===== src/rtl/prio_stack_pkg.sv =====
package prio_stack_pkg;
  typedef struct packed {
    logic push;     // save current priority on stack
    logic pop;      // restore from stack
    logic loadAck;  // current <= acknowledged priority
    logic loadSw;   // current <= software value
  } stackCtl_t;
endpackage


===== src/rtl/prio_stack_ctrl.sv =====
module prio_stack_ctrl
  import prio_stack_pkg::*;
(
  input  logic      ackValid,
  input  logic      eoiValid,
  input  logic      swWrValid,
  output stackCtl_t ctl
);
  always_comb begin
    ctl.push    = ackValid;
    ctl.pop     = eoiValid;
    ctl.loadAck = ackValid;
    ctl.loadSw  = swWrValid && !ackValid && !eoiValid;
  end

  // software load never coincides with a stack event
  always_comb begin
    assert_sw_exclusive_R9: assert (!(ctl.loadSw && (ctl.push || ctl.pop)));
  end
endmodule


===== src/rtl/prio_stack_dp.sv =====
module prio_stack_dp
  import prio_stack_pkg::*;
#(
  parameter int PRIO_W = 4,
  parameter int DEPTH  = 14,
  localparam int DEPTH_W = $clog2(DEPTH + 1)
) (
  input  logic               clk,
  input  logic               rstN,
  input  stackCtl_t          ctl,
  input  logic [PRIO_W-1:0]  ackPrio,
  input  logic [PRIO_W-1:0]  swWrPrio,
  output logic [PRIO_W-1:0]  curPrio,
  output logic [DEPTH_W-1:0] stackDepth
);
  localparam logic [DEPTH_W-1:0] DEPTH_C = DEPTH_W'(DEPTH);
  localparam logic [DEPTH_W-1:0] ONE_C   = DEPTH_W'(1);

  logic [PRIO_W-1:0] slot [DEPTH];
  logic [PRIO_W-1:0] popVal;
  logic [PRIO_W-1:0] pushVal;
  logic              isEmpty;

  assign isEmpty = (stackDepth == '0);
  assign popVal  = isEmpty ? '0 : slot[0];
  // with a same-cycle restore, the restored value is what gets saved
  assign pushVal = ctl.pop ? popVal : curPrio;

  genvar i;
  generate
    for (i = 0; i < DEPTH; i++) begin : g_slot
      logic [PRIO_W-1:0] fromAbove;
      logic [PRIO_W-1:0] fromBelow;
      if (i == 0) begin : g_top
        assign fromAbove = pushVal;
      end else begin : g_mid
        assign fromAbove = slot[i-1];
      end
      if (i == DEPTH - 1) begin : g_bot
        assign fromBelow = '0;
      end else begin : g_up
        assign fromBelow = slot[i+1];
      end

      always_ff @(posedge clk or negedge rstN) begin
        if (!rstN) begin
          slot[i] <= '0;
        end else begin
          unique case ({ctl.push, ctl.pop})
            2'b10:   slot[i] <= fromAbove;
            2'b01:   slot[i] <= fromBelow;
            2'b11:   if (i == 0) slot[i] <= pushVal;
            default: slot[i] <= slot[i];
          endcase
        end
      end
    end
  endgenerate

  always_ff @(posedge clk or negedge rstN) begin
    if (!rstN) begin
      stackDepth <= '0;
    end else begin
      unique case ({ctl.push, ctl.pop})
        2'b10:   if (stackDepth != DEPTH_C) stackDepth <= stackDepth + ONE_C;
        2'b01:   if (!isEmpty) stackDepth <= stackDepth - ONE_C;
        2'b11:   if (isEmpty) stackDepth <= ONE_C;
        default: stackDepth <= stackDepth;
      endcase
    end
  end

  always_ff @(posedge clk or negedge rstN) begin
    if (!rstN)            curPrio <= '0;
    else if (ctl.loadAck) curPrio <= ackPrio;
    else if (ctl.pop)     curPrio <= popVal;
    else if (ctl.loadSw)  curPrio <= swWrPrio;
  end

  assert_ack_load_R2: assert property (@(posedge clk) disable iff (!rstN)
    ctl.loadAck |=> curPrio == $past(ackPrio));

  assert_grow_R2: assert property (@(posedge clk) disable iff (!rstN)
    (ctl.push && !ctl.pop && stackDepth != DEPTH_C) |=>
      stackDepth == $past(stackDepth) + ONE_C);

  assert_shrink_R3: assert property (@(posedge clk) disable iff (!rstN)
    (ctl.pop && !ctl.push && !isEmpty) |=>
      stackDepth == $past(stackDepth) - ONE_C);

  assert_no_overflow_R5: assert property (@(posedge clk) disable iff (!rstN)
    stackDepth <= DEPTH_C);

  assert_pop_empty_R6: assert property (@(posedge clk) disable iff (!rstN)
    (ctl.pop && !ctl.push && isEmpty) |=> (curPrio == '0 && stackDepth == '0));

  assert_both_nonempty_R7: assert property (@(posedge clk) disable iff (!rstN)
    (ctl.pop && ctl.push) |=> stackDepth != '0);

  assert_sw_depth_R8: assert property (@(posedge clk) disable iff (!rstN)
    ctl.loadSw |=> $stable(stackDepth));
endmodule


===== src/rtl/prio_stack_top.sv =====
module prio_stack_top
  import prio_stack_pkg::*;
#(
  parameter int PRIO_W = 4,
  parameter int DEPTH  = 14,
  localparam int DEPTH_W = $clog2(DEPTH + 1)
) (
  input  logic               clk,
  input  logic               rstN,
  input  logic               ackValid,
  input  logic [PRIO_W-1:0]  ackPrio,
  input  logic               eoiValid,
  input  logic               swWrValid,
  input  logic [PRIO_W-1:0]  swWrPrio,
  output logic [PRIO_W-1:0]  curPrio,
  output logic [DEPTH_W-1:0] stackDepth
);
  stackCtl_t ctl;

  prio_stack_ctrl u_ctrl (
    .ackValid (ackValid),
    .eoiValid (eoiValid),
    .swWrValid(swWrValid),
    .ctl      (ctl)
  );

  prio_stack_dp #(.PRIO_W(PRIO_W), .DEPTH(DEPTH)) u_dp (
    .clk       (clk),
    .rstN      (rstN),
    .ctl       (ctl),
    .ackPrio   (ackPrio),
    .swWrPrio  (swWrPrio),
    .curPrio   (curPrio),
    .stackDepth(stackDepth)
  );
endmodule


===== config.mk =====
export PLATFORM = sky130hd
export DESIGN_NAME = prio_stack_top
export DESIGN_NICKNAME = d
export VERILOG_FILES = /design/src/rtl/prio_stack_pkg.sv /design/src/rtl/prio_stack_ctrl.sv /design/src/rtl/prio_stack_dp.sv /design/src/rtl/prio_stack_top.sv
export SDC_FILE = /design/constraint.sdc
export NUM_CORES = 1
export LEC_CHECK = 0
export ABC_AREA = 1
export BUFFER_PORTS_ARGS = -buffer_cell sky130_fd_sc_hd__buf_4
export CORE_ASPECT_RATIO = 0.9
export CORE_MARGIN = 10
export CORE_UTILIZATION = 60
export DETAILED_ROUTE_END_ITERATION = 10
export PLACE_DENSITY = 0.79
export SLEW_MARGIN = 5
export SYNTH_ARGS = -nofsm -noshare
export SYNTH_HDL_FRONTEND = slang
export SYNTH_HIERARCHICAL = 1
export SYNTH_SLANG_ARGS = --single-unit

===== constraint.sdc =====
create_clock -name clk -period 1.8 [get_ports clk]
set_clock_uncertainty 0.05 [all_clocks]
set_input_delay 0.27 -clock clk [delete_from_list [all_inputs] [get_ports clk]]
set_output_delay 0.27 -clock clk [all_outputs]
set_load 0.02 [all_outputs]

Word-level counts from Yosys, hierarchy flattened
Cells that the tools add are included.

storage, ports and cells
  register bits = 64
  bits in latches = 0
  bits in writable memories = 0
  bits in read-only memories = 0
  input bits = 13
  output and inout bits = 8
  logic and storage cells = 59
  memories kept = 0

cells by class
  add/sub/neg operators = 2
  multiply operators = 0
  div/mod/pow operators = 0
  order comparisons = 0
  equality and inequality tests = 7
  shift-type cells = 0
  muxes and demuxes = 23
  bitwise operators = 0
  reduce and logical (&&, ||, !) cells = 11

operators by type and width
  cell                                                                     count
  4-bit one-hot mux with 2 select lines                                    14
  4-bit two-way mux                                                        8
  4-bit one-hot mux with 3 select lines                                    1
  3-bit nonzero test                                                       2
  4-bit by 1-bit adder with 4-bit output, second input constant            1
  2-bit == test, second input constant                                     2
  4-bit logical NOT                                                        1
  2-bit by 1-bit inequality test with 1-bit output, second input constant  2
  4-bit inequality test, second input constant                             1
  4-bit AND reduction                                                      1
  2-bit nonzero test                                                       2
  4-bit by 1-bit subtractor with 4-bit output, second input constant       1
  2-bit by 1-bit == test with 1-bit output, second input constant          1
  1-bit logical AND                                                        2
  1-bit logical NOT                                                        2
  2-bit inequality test, second input constant                             1
  2-bit OR reduction                                                       1

Logic depth before layout (Yosys ltp)
Gate-level depths: netlist of run 1.

  word-level depth = 6
  gate-level depth with buffers = 12
  depth with buffers taken out = 10

By module
Netlist of run 1, hierarchy kept.

modules (own cells, without submodules)
  module           instances  cells each  area an instance (sq um)  seq. area each (sq um)
  prio_stack_dp    1          388         3,166.8                   1,601.5
  prio_stack_ctrl  1          6           36.3                      0.0

Worst setup path after synthesis of run 1
Ideal clock, no wire load.

  kind = input -> register
  start = in ackValid
  end = reg u_dp.stackDepth[2]
  setup time = 0.128 ns
  data arrival time = 1.447 ns
  required time = 1.622 ns
  slack = 0.176 ns
  stages = 11
  path buffers = 2
  cell sequence = buf_4 > inv_1 > ha_1 > buf_6 > nand2_1 > inv_1 > nor2_1 > ha_1 > a21oi_1 > xor2_1 > o22ai_1

between the ends
  word-level cells in the longest chain between the ends = 3
  elaborated cells between the ends (all ways) = 9
  those cells by class = 6 x eq/ne; 1 x mux; 2 x reduce/logical

RTL lines
  item                                                                                RTL line              RTL
  start, declared                                                                     prio_stack_top.sv:10  input logic ackValid,
  2-bit == test / 2-bit by 1-bit == test with 1-bit output (equally long branches)    prio_stack_dp.sv:64   unique case ({ctl.push, ctl.pop})
  2-bit by 1-bit inequality test with 1-bit output (no line) (tied with other cells)  n/a
  4-bit AND reduction (no line)                                                       n/a
  end signal, assigned                                                                prio_stack_dp.sv:65   2'b10: if (stackDepth != DEPTH_C) stackDepth <= stackDepth + ONE_C;
  end signal, assigned                                                                prio_stack_dp.sv:66   2'b01: if (!isEmpty) stackDepth <= stackDepth - ONE_C;
  end signal, assigned                                                                prio_stack_dp.sv:68   default: stackDepth <= stackDepth;
  end, declared                                                                       prio_stack_dp.sv:14   output logic [DEPTH_W-1:0] stackDepth

Several ways; a longest one is shown, not always the timed one.
A chain may end at the register's enable or synchronous reset.

Worst setup path after layout of run 1
  start = reg u_dp.stackDepth[1]
  end = reg u_dp.stackDepth[2]

between the ends
  word-level cells in the longest chain between the ends = 3
  elaborated cells between the ends (all ways) = 11
  those cells by class = 2 x add/sub; 4 x eq/ne; 3 x mux; 2 x reduce/logical

RTL lines
  item                                                                                 RTL line
  4-bit by 1-bit subtractor with 4-bit output (tied with other cells)                  prio_stack_dp.sv:66
  4-bit two-way mux (tied with other cells)                                            prio_stack_dp.sv:66
  4-bit one-hot mux with 3 select lines / 4-bit AND reduction (equally long branches)  n/a

Several ways; a longest one is shown, not always the timed one. The select of a mux whose other input is x is not followed.

==> flow_metrics.tcl, run 1 <==
set metrics [dict create \
    status "finished, final reports clean" \
    yosys_warnings 6 \
    drt_first_pass_iters 4 \
    synth.area.mux_share_pct 0 \
    ctsLongestPathBuffers 2 \
    via_per_inst 5.52 \
    cts_buffers 9 \
    cp-startpoint "u_dp/stackDepth[1]" \
    hold_depth 3 \
    core_um2 5220 \
    hold_violations 0 \
    p_leak_uw 0.00171 \
    period_minus_slack_ns 1.49 \
    antenna_found_initial 0 \
    die_area_um2 8660 \
    ioPinCount 21 \
    first_iter_violations 218 \
    grt_usage_pct 15.5 \
    hold_end "u_dp/curPrio[1]" \
    grt_start_max_net_pins 48 \
    cp_max_fo 7 \
    grt_pass1_wl_mm 11.2 \
    fin_crit_sh_pct 82.8 \
    syn_to_final_growth_pct 14.6 \
    rsz0062_at_grt "no" \
    drv_slew 0 \
    avgSynthCellArea_um2 8.13 \
    hold_path_class "in2reg" \
    crit_required_ns 1.96 \
    drc_errors 0 \
    clk_pin_slew_ns 0.07 \
    peakVddDrop_mv 0.860 \
    synth_edf_count 0 \
    nFillCells 396 \
    synth-async-reset-ratio_pct 100 \
    setup_slack_ns 0.310 \
    fin_setup_tns_ns 0 \
    pwr-share-seq_pct 47.1 \
    path_cells "nand2_1 > inv_1 > nor2_1 > ha_1 > a21oi_1 > xor2_1 > o22ai_1" \
    power_density_nw_per_um2 1270 \
    synth_fa_ha_area_share_pct 2.73 \
    synth_top_family_by_area "simple AND/OR/NAND/NOR gates" \
    switching_power_uw 1590 \
    p_int_uw 3070 \
    ys.flop_type "dfrtp_1" \
    power_uw 4670 \
    p_clk_share_pct 26.7 \
    vias 2673 \
    ys_seq_area_share_pct 50.0 \
    syn_nets 414 \
    worstPathArrival_ns 1.65 \
    ff2ff_setup_slack_ns 0.31 \
    max_stage_delay_ns 0.47 \
    ys_top_cells_by_area "dfrtp_1 50%, nand2_1 14%, a31oi_1 8.6%, nor2_1 6.2%, ha_1 2.7%" \
    ys_seq_elements 64 \
    row_count 25 \
    critical-path-slowest-cell "dfrtp_1" \
    overflow 0 \
    start_kind "flip-flop" \
    cts_max_level 3 \
    path_class "reg2reg" \
    insertion_delay_ns 0.33 \
    die_y_um 89.3 \
    pwr-share-comb_pct 26.2 \
    synth-simple-area-share_pct 25.4 \
    min_from "ackPrio[1]" \
    post-place-ws_ns 0.0299 \
    setup_violations 0 \
    p_sw_share_pct 34.1 \
    cts_tree "built" \
    yosysTopAreaCell "dfrtp_1" \
    worstReg2RegStart "u_dp/stackDepth[1]" \
    ant_nets 0 \
    start_util_pct 61.3 \
    relSlewSlack_pct 73.6 \
    clockRootBuffer "clkbuf_8" \
    wl_mm 6.64 \
    reg2regPathDepth 7 \
    drive_gt1_share_pct 13.9 \
    synth_cells 394 \
    tightest_slew_ns 0.396 \
    cts_sinks 64 \
    diodes 0 \
    die_width_um 97.0 \
    maxCapViolations 0 \
    finalNetCount 432 \
    wl_per_cell_um 13.7 \
    synth_area_um2 3200 \
    dpl.hpwl_mm 4.44 \
    yosysTopAreaCellShare_pct 50.0 \
    place_congestion 0.799 \
    endpoint_kind "flip-flop" \
    synth_compound_area_share_pct 14.5 \
    yosys.area_share.xor_xnor_pct 0.820 \
    portBuffers 20 \
    fmax_mhz 671 \
    r2r-end "u_dp/stackDepth[2]" \
    synth_cell_types 27 \
    grt_pass1_vias 2439 \
]
==> power by group through the flow <==
stage / clock [µW] / combinational [µW] / sequential, µW
finish: 1250 / 1220 / 2200
global route: 1360 / 1380 / 2260
CTS: 1290 / 1230 / 2190
detailed placement: 0 / 1220 / 2210
global placement: 0 / 1170 / 2200
floorplan: 0 / 833 / 2190
==> repair_timing <==
action / CTS / global route
hold endpoints to repair: 27 / 0
hold buffers: 1 / 0
buffers inserted: 0 / 0
resized for setup: 0 / 0
==> cell usage after synthesis, types with 5 or more instances <==
cell,instances
dfrtp_1,64
clkbuf_1,6
a31oi_1,44
a21oi_1,5
nand3_1,16
ha_1,7
buf_2,12
o21ai_0,13
nor2_1,53
nand2_1,118
inv_1,17
o22ai_1,9
==> critical path: cells and delay by family (launching register included) <==
family | cells | cell delay, ns
adders and majority gates | 1 | 0.17
DFF | 1 | 0.47
buffers and inverters | 1 | 0.07
xor gates and xnor gates | 1 | 0.19
AOI/OAI and AO/OA | 2 | 0.27
and+or+nand+nor | 2 | 0.13
==> state kept, by name, summed over array words and instances (netlist names) <==
signal and flops:
u_dp/curPrio 4, u_dp/g_slot.fromAbove 12, u_dp/g_slot.fromBelow 44, u_dp/stackDepth 4
==> how the worst max path moves through the flow <==
stage / endpoint / slack [ns]
after floorplan: u_dp/stackDepth[2] / 0.18
after global placement: u_dp/stackDepth[2] / 0.19
after detailed placement: u_dp/stackDepth[2] / 0.03
after CTS: u_dp/stackDepth[2] / 0.33
after global routing: u_dp/stackDepth[2] / 0.24
final: u_dp/stackDepth[2] / 0.31
==> cells in the final DEF, fill, tap and decap left out, drive strengths merged <==
master,instances
nand3,16
clkbuf,12
o22ai,9
dlygate4sd3,1
ha,7
xnor2,1
nand2,123
clkinv,2
o21bai,1
a21oi,5
clkinvlp,3
buf,31
inv,19
xor2,2
or2,1
nor2,57
a31oi,44
bufinv,1
dfrtp,64
o211ai,4
o21ai,14
==> stage by stage <==
| stage | util [%] | hold slack [ns] | cells | area [µm²] |
|---|---|---|---|---|
| after floorplan | - | -0.0756 | 394 | 3200 |
| after global placement | 66.1 | 0.165 | 467 | 3450 |
| after detailed placement | 66.1 | 0.167 | 467 | 3450 |
| after CTS | 70.3 | 0.119 | 484 | 3670 |
| after global routing | 70.3 | 0.136 | 484 | 3670 |
| final | 70.3 | 0.139 | 484 | 3670 |
==> area by class of cell <==
class | count | area, µm² | share of cell area (%)
sequential | 64 | 1600 | 43.6
clock inverter | 4 | 52.6 | 1.43
multi-input combinational | 284 | 1390 | 38.0
clock buffer | 12 | 155 | 4.23
tap | 67 | 83.8 | 2.28
inverter | 21 | 78.8 | 2.15
timing repair buffer | 32 | 305 | 8.32
==> kinds of logic after synthesis <==
family | count (synthesis)
simple gates | 197
compound gates | 77
flops | 64
buf+inv | 46
fa+ha+maj | 7
xor+xnor | 3
==> per-layer routing <==
layer,track usage (%),part of all wire (%),up-vias
met5,0,0,-
met4,4.69,0.71,0
met3,4.71,4.1,7
met2,24.6,47,72
met1,20.1,48,1251
li1,-,-,1343
Power figures use the tool's default switching activity.
==> inputs of run 2 (changes only) <==
CORE_UTILIZATION = 54   (was 60)
PLACE_DENSITY = 0.75   (was 0.79)
clock period = 1.3 ns   (was 1.8 ns; I/O delays follow)
==> run 2 against run 1 <==
Against the previous run:
- the flow now finishes with violations (setup timing)
- clock-buffer cell count grew 2
- global-route usage fell by 0.23 points
- first-iteration DRC count decreased by 28%
- worst setup slack worse by 0.42 ns
- wire length is 4.4% higher
- critical path depth decreased by 4
- power is 49% higher
- combinational power increased by 75%
- critical path type is now reg2out
- critical endpoint is now stackDepth[1]
==> flow_metrics.tcl, run 2 (synthesized netlist as in run 1, its figures left out) <==
set metrics [dict create \
    status "complete, but fails checks" \
    violations "setup timing" \
    die_width_um 101 \
    portBuffers 20 \
    final_common_cell "nand2_1" \
    fin_setup_tns_ns -0.297 \
    worstPathArrival_ns 1.17 \
    vias 2763 \
    fmax_mhz 707 \
    wl_mm 6.93 \
    grt-busiest-layer "met2" \
    crit_required_ns 1.05 \
    maxCapViolations 0 \
    finalNetCount 452 \
    ff2ff_setup_slack_ns -0.10 \
    ioPinCount 21 \
    drt_first_pass_iters 5 \
    start_kind "flip-flop" \
    row_count 26 \
    use_met2_pct 22.9 \
    core_um2 5730 \
    worstReg2RegStart "u_dp/stackDepth[1]" \
    drive_gt1_share_pct 20.4 \
    place_congestion 0.836 \
    path_class "reg2out" \
    hold_end "u_dp/curPrio[3]" \
    tightest_slew_ns 0.382 \
    grt_pass1_vias 2553 \
    reg2regPathDepth 6 \
    cts_tree "built" \
    insertion_delay_ns 0.33 \
    rsz0062_at_grt "yes" \
    path_cells "buf_4 > buf_6 > buf_6" \
    nFillCells 454 \
    cts_buffers 9 \
    cts_max_level 3 \
    ctsLongestPathBuffers 2 \
    setup_slack_ns -0.115 \
    die_y_um 93.1 \
    fin_crit_sh_pct 109 \
    via_per_inst 5.45 \
    start_util_pct 55.9 \
    peakVddDrop_mv 1.40 \
    die_area_um2 9420 \
    first_iter_violations 156 \
    dpl.hpwl_mm 4.49 \
    antenna_found_initial 0 \
    max_stage_delay_ns 0.46 \
    grt_start_max_net_pins 65 \
    fin_util_pct 68.1 \
    clk_pin_slew_ns 0.07 \
    power_density_nw_per_um2 1790 \
    mostFrequentLayoutCells "117 x nand2_1, 62 x dfrtp_1, 51 x nor2_1" \
    grt_usage_pct 15.3 \
    wl_per_cell_um 13.7 \
    crit_top_cell "buf_6" \
    grt_pass1_wl_mm 12.0 \
    period_minus_slack_ns 1.41 \
    p_leak_uw 0.00183 \
    setup_violations 4 \
    hold_path_class "in2reg" \
    clockRootBuffer "clkbuf_8" \
    diodes 0 \
    use_met3_pct 4.34 \
    overflow 0 \
    critical-path-slowest-cell "dfrtp_2" \
    drv_slew 0 \
    ant_nets 0 \
    post-place-ws_ns -0.174 \
    endpoint_kind "output pin" \
    cp_max_fo 5 \
    largest_register_ffs 44 \
    use_met1_pct 20.8 \
    hold_depth 3 \
    min_from "ackPrio[3]" \
    hold_violations 0 \
    relSlewSlack_pct 74.6 \
    cts_sinks 64 \
    r2r-end "u_dp/stackDepth[2]" \
    syn_to_final_growth_pct 21.8 \
    drc_errors 0 \
]
## run 2: changes by cell type in the layout (fill, tap and decap cells not counted), sizes merged
| cell | previous run | this run |
|---|---|---|
| clkinvlp | 3 | 0 |
| buf | 31 | 51 |
| clkinv | 2 | 3 |
| clkbuf | 12 | 14 |
## run 2: layout make-up
| type | instances | area [µm²] | area share, % |
|---|---|---|---|
| Clock buffer | 14 | 183 | 4.68 |
| Clock inverter | 2 | 35.0 | 0.898 |
| Inverter | 21 | 83.8 | 2.15 |
| Multi-Input combinational cell | 284 | 1440 | 36.8 |
| Sequential cell | 64 | 1600 | 41.1 |
| Tap cell | 70 | 87.6 | 2.25 |
| Timing Repair Buffer | 52 | 473 | 12.1 |
## run 2: how the worst max path moves through the flow
stage	startpoint	to	slack, ns	cells past startpoint
after CTS	u_dp/stackDepth[2]	stackDepth[2]	-0.02	2
after global routing	u_dp/stackDepth[1]	u_dp/stackDepth[2]	-0.16	7
after detailed placement	eoiValid	u_dp/g_slot[1].fromAbove[1]	-0.17	7
final	u_dp/stackDepth[1]	stackDepth[1]	-0.11	3
after floorplan	ackValid	u_dp/stackDepth[2]	-0.09	11
after global placement	eoiValid	u_dp/g_slot[1].fromAbove[3]	-0.09	7
## run 2: where the power goes
group	internal (µW)	total (µW)	switching (µW)
clock	1090	1810	713
sequential	2550	3040	486
combinational	1010	2130	1130
total	4650	6980	2320
## run 2: through the flow
step           hold WS, ns  power (µW)  area (µm²)  cells
2_1_floorplan       -0.151        4220        3260    394
3_3_place_gp         0.168        4820        3590    486
3_5_place_dp         0.166        4910        3590    486
4_1_cts             0.0425        6900        3870    506
5_1_grt             0.0630        7430        3900    507
6_report            0.0553        6980        3900    507
## run 2: routing by layer
layer | wire [µm] | up-vias
met5 | 0 | -
met4 | 37 | 0
met3 | 263 | 4
met2 | 3340 | 57
met1 | 3290 | 1325
li1 | - | 1377
## run 2: timing repair
item | in CTS | in global routing
gates resized for setup | 11 | 6
endpoints found under the setup margin | 7 | 11
endpoints found under the hold margin | 64 | 0
pin swaps | 6 | 1
setup buffers | 3 | 1
hold buffers | 1 | 0
## run 2: critical path: cells and delay by family, from the launching register on
kind     cells  cell delay, ns
buf+inv      3            0.38
flops        1            0.46
==> inputs of run 3 (changes only) <==
RECOVER_POWER = 50   (was not set)
==> run 3 against run 2 <==
Against the previous run:
- the flow still finishes with violations (setup timing)
- die area stayed put
- hold slack barely moved
- combinational power about the same
- non-clock buffer count did not move
- critical endpoint unchanged
==> flow_metrics.tcl, run 3 (synthesized netlist as in run 1, its figures left out) <==
set metrics [dict create \
    status "complete, but fails checks" \
    violations "setup timing" \
    hold_path_class "in2reg" \
    grt_usage_pct 15.3 \
    cts_tree "built" \
    die_area_um2 9420 \
    ctsLongestPathBuffers 2 \
    relSlewSlack_pct 47.4 \
    worstPathArrival_ns 1.17 \
    cp_max_fo 5 \
    die_y_um 93.1 \
    via_per_inst 5.44 \
    fin_crit_sh_pct 109 \
    critical-path-slowest-cell "dfrtp_2" \
    syn_to_final_growth_pct 21.4 \
    dpl.hpwl_mm 4.49 \
    endpoint_kind "output pin" \
    cp_top_family "flip-flops" \
    place_congestion 0.836 \
    grt_pass1_wl_mm 12.0 \
    peakVddDrop_mv 1.40 \
    fmax_mhz 707 \
    setup_slack_ns -0.115 \
    start_kind "flip-flop" \
    ant_nets 0 \
    max_stage_delay_ns 0.46 \
    mostFrequentLayoutCells "117 x nand2_1, 62 x dfrtp_1, 51 x nor2_1" \
    overflow 0 \
    clk_pin_slew_ns 0.07 \
    antenna_found_initial 0 \
    insertion_delay_ns 0.33 \
    tightest_slew_ns 0.789 \
    portBuffers 20 \
    start_util_pct 55.9 \
    cp-startpoint "u_dp/stackDepth[1]" \
    diodes 0 \
    grt_pass1_vias 2553 \
    place_area_um2 3590 \
    ioPinCount 21 \
    final_common_cell "nand2_1" \
    drv_slew 0 \
    drive_gt1_share_pct 20.4 \
    vias 2760 \
    worstReg2RegStart "u_dp/stackDepth[1]" \
    finalNetCount 452 \
    finalHoldWorstSlack_ns 0.0552 \
    wl_mm 6.92 \
    first_iter_violations 156 \
    clockRootBuffer "clkbuf_8" \
    maxCapViolations 0 \
    drc_errors 0 \
    cts_sinks 64 \
    largest_register_ffs 44 \
    fin_area_um2 3890 \
    ff2ff_setup_slack_ns -0.10 \
    hold_violations 0 \
    rsz0062_at_grt "yes" \
    grt_start_max_net_pins 65 \
    period_minus_slack_ns 1.41 \
    drt_first_pass_iters 5 \
    die_width_um 101 \
    core_um2 5730 \
    p_leak_uw 0.00183 \
    wl_per_cell_um 13.6 \
    path_class "reg2out" \
    crit_required_ns 1.05 \
    critPathBufInv 3 \
    power_density_nw_per_um2 1790 \
    cts_buffers 9 \
    setup_violations 4 \
    row_count 26 \
    crit_top_cell "buf_6" \
    path_cells "buf_4 > buf_6 > buf_6" \
    cts_max_level 3 \
    min_from "ackPrio[3]" \
]
-- run 3: changes by cell type in the layout (fill, tap and decap cells not counted), sizes merged --
| cell | delta |
|---|---|
| buf | -1 |
| clkbuf | +1 |
-- run 3: power by group --
group          leakage, µW  switching, µW  internal [µW]
logic             0.000990           1120           1000
clock network     0.000113            713           1090
registers         0.000726            486           2550
total              0.00183           2320           4650
-- run 3: worst paths after layout --
check | end | depth (start not counted)
worst max-delay path | stackDepth[1] | 3
worst min-delay path | u_dp/curPrio[3] | 3
worst max register to register | u_dp/stackDepth[2] | 6
worst min register to register | u_dp/g_slot[1].fromAbove[2] | 2
max in group asynchronous | u_dp/stackDepth[0] | 3
min in group asynchronous | u_dp/g_slot[11].fromAbove[1] | 3
-- run 3: worst min-delay path: stages --
cell and delay (ns):
buf_4 0.08, o211ai_1 0.07, nand2_1 0.06
-- run 3: metrics by stage --
step                      util, %  TNS (ns)  worst slack (ns)  total power (µW)  instances
after global routing         67.9     -1.13            -0.164              7430        507
after global placement       62.7     -1.93           -0.0896              4820        486
final                        67.9    -0.297            -0.115              6970        507
after floorplan                 -    -0.256           -0.0873              4220        394
after CTS                    67.7   -0.0554           -0.0205              6900        506
after detailed placement     62.7     -3.34            -0.174              4910        486
-- run 3: timing repair --
| action | CTS | global route |
|---|---|---|
| hold buffers | 1 | 0 |
| endpoints found under the setup margin | 7 | 11 |
| gates resized for setup | 11 | 6 |
| buffers inserted | 3 | 1 |
| pin swaps | 6 | 1 |
| endpoints found under the hold margin | 64 | 0 |
-- run 3: layer usage --
| metal | global-route usage (%) | part of all wire (%) | wire, µm |
|---|---|---|---|
| met4 | 4.76 | 0.53 | 37 |
| met2 | 22.9 | 48 | 3330 |
| met1 | 20.8 | 48 | 3290 |
| met3 | 4.34 | 3.8 | 263 |
| met5 | 0 | 0 | 0 |
-- run 3: layout make-up --
| cell class | instances | area (µm²) |
|---|---|---|
| sequential | 64 | 1600 |
| timing repair buffer | 52 | 460 |
| inverter | 21 | 83.8 |
| multi-input combinational | 284 | 1440 |
| fill | 456 | 1840 |
| clock buffer | 14 | 183 |
| tap | 70 | 87.6 |
| clock inverter | 2 | 35.0 |
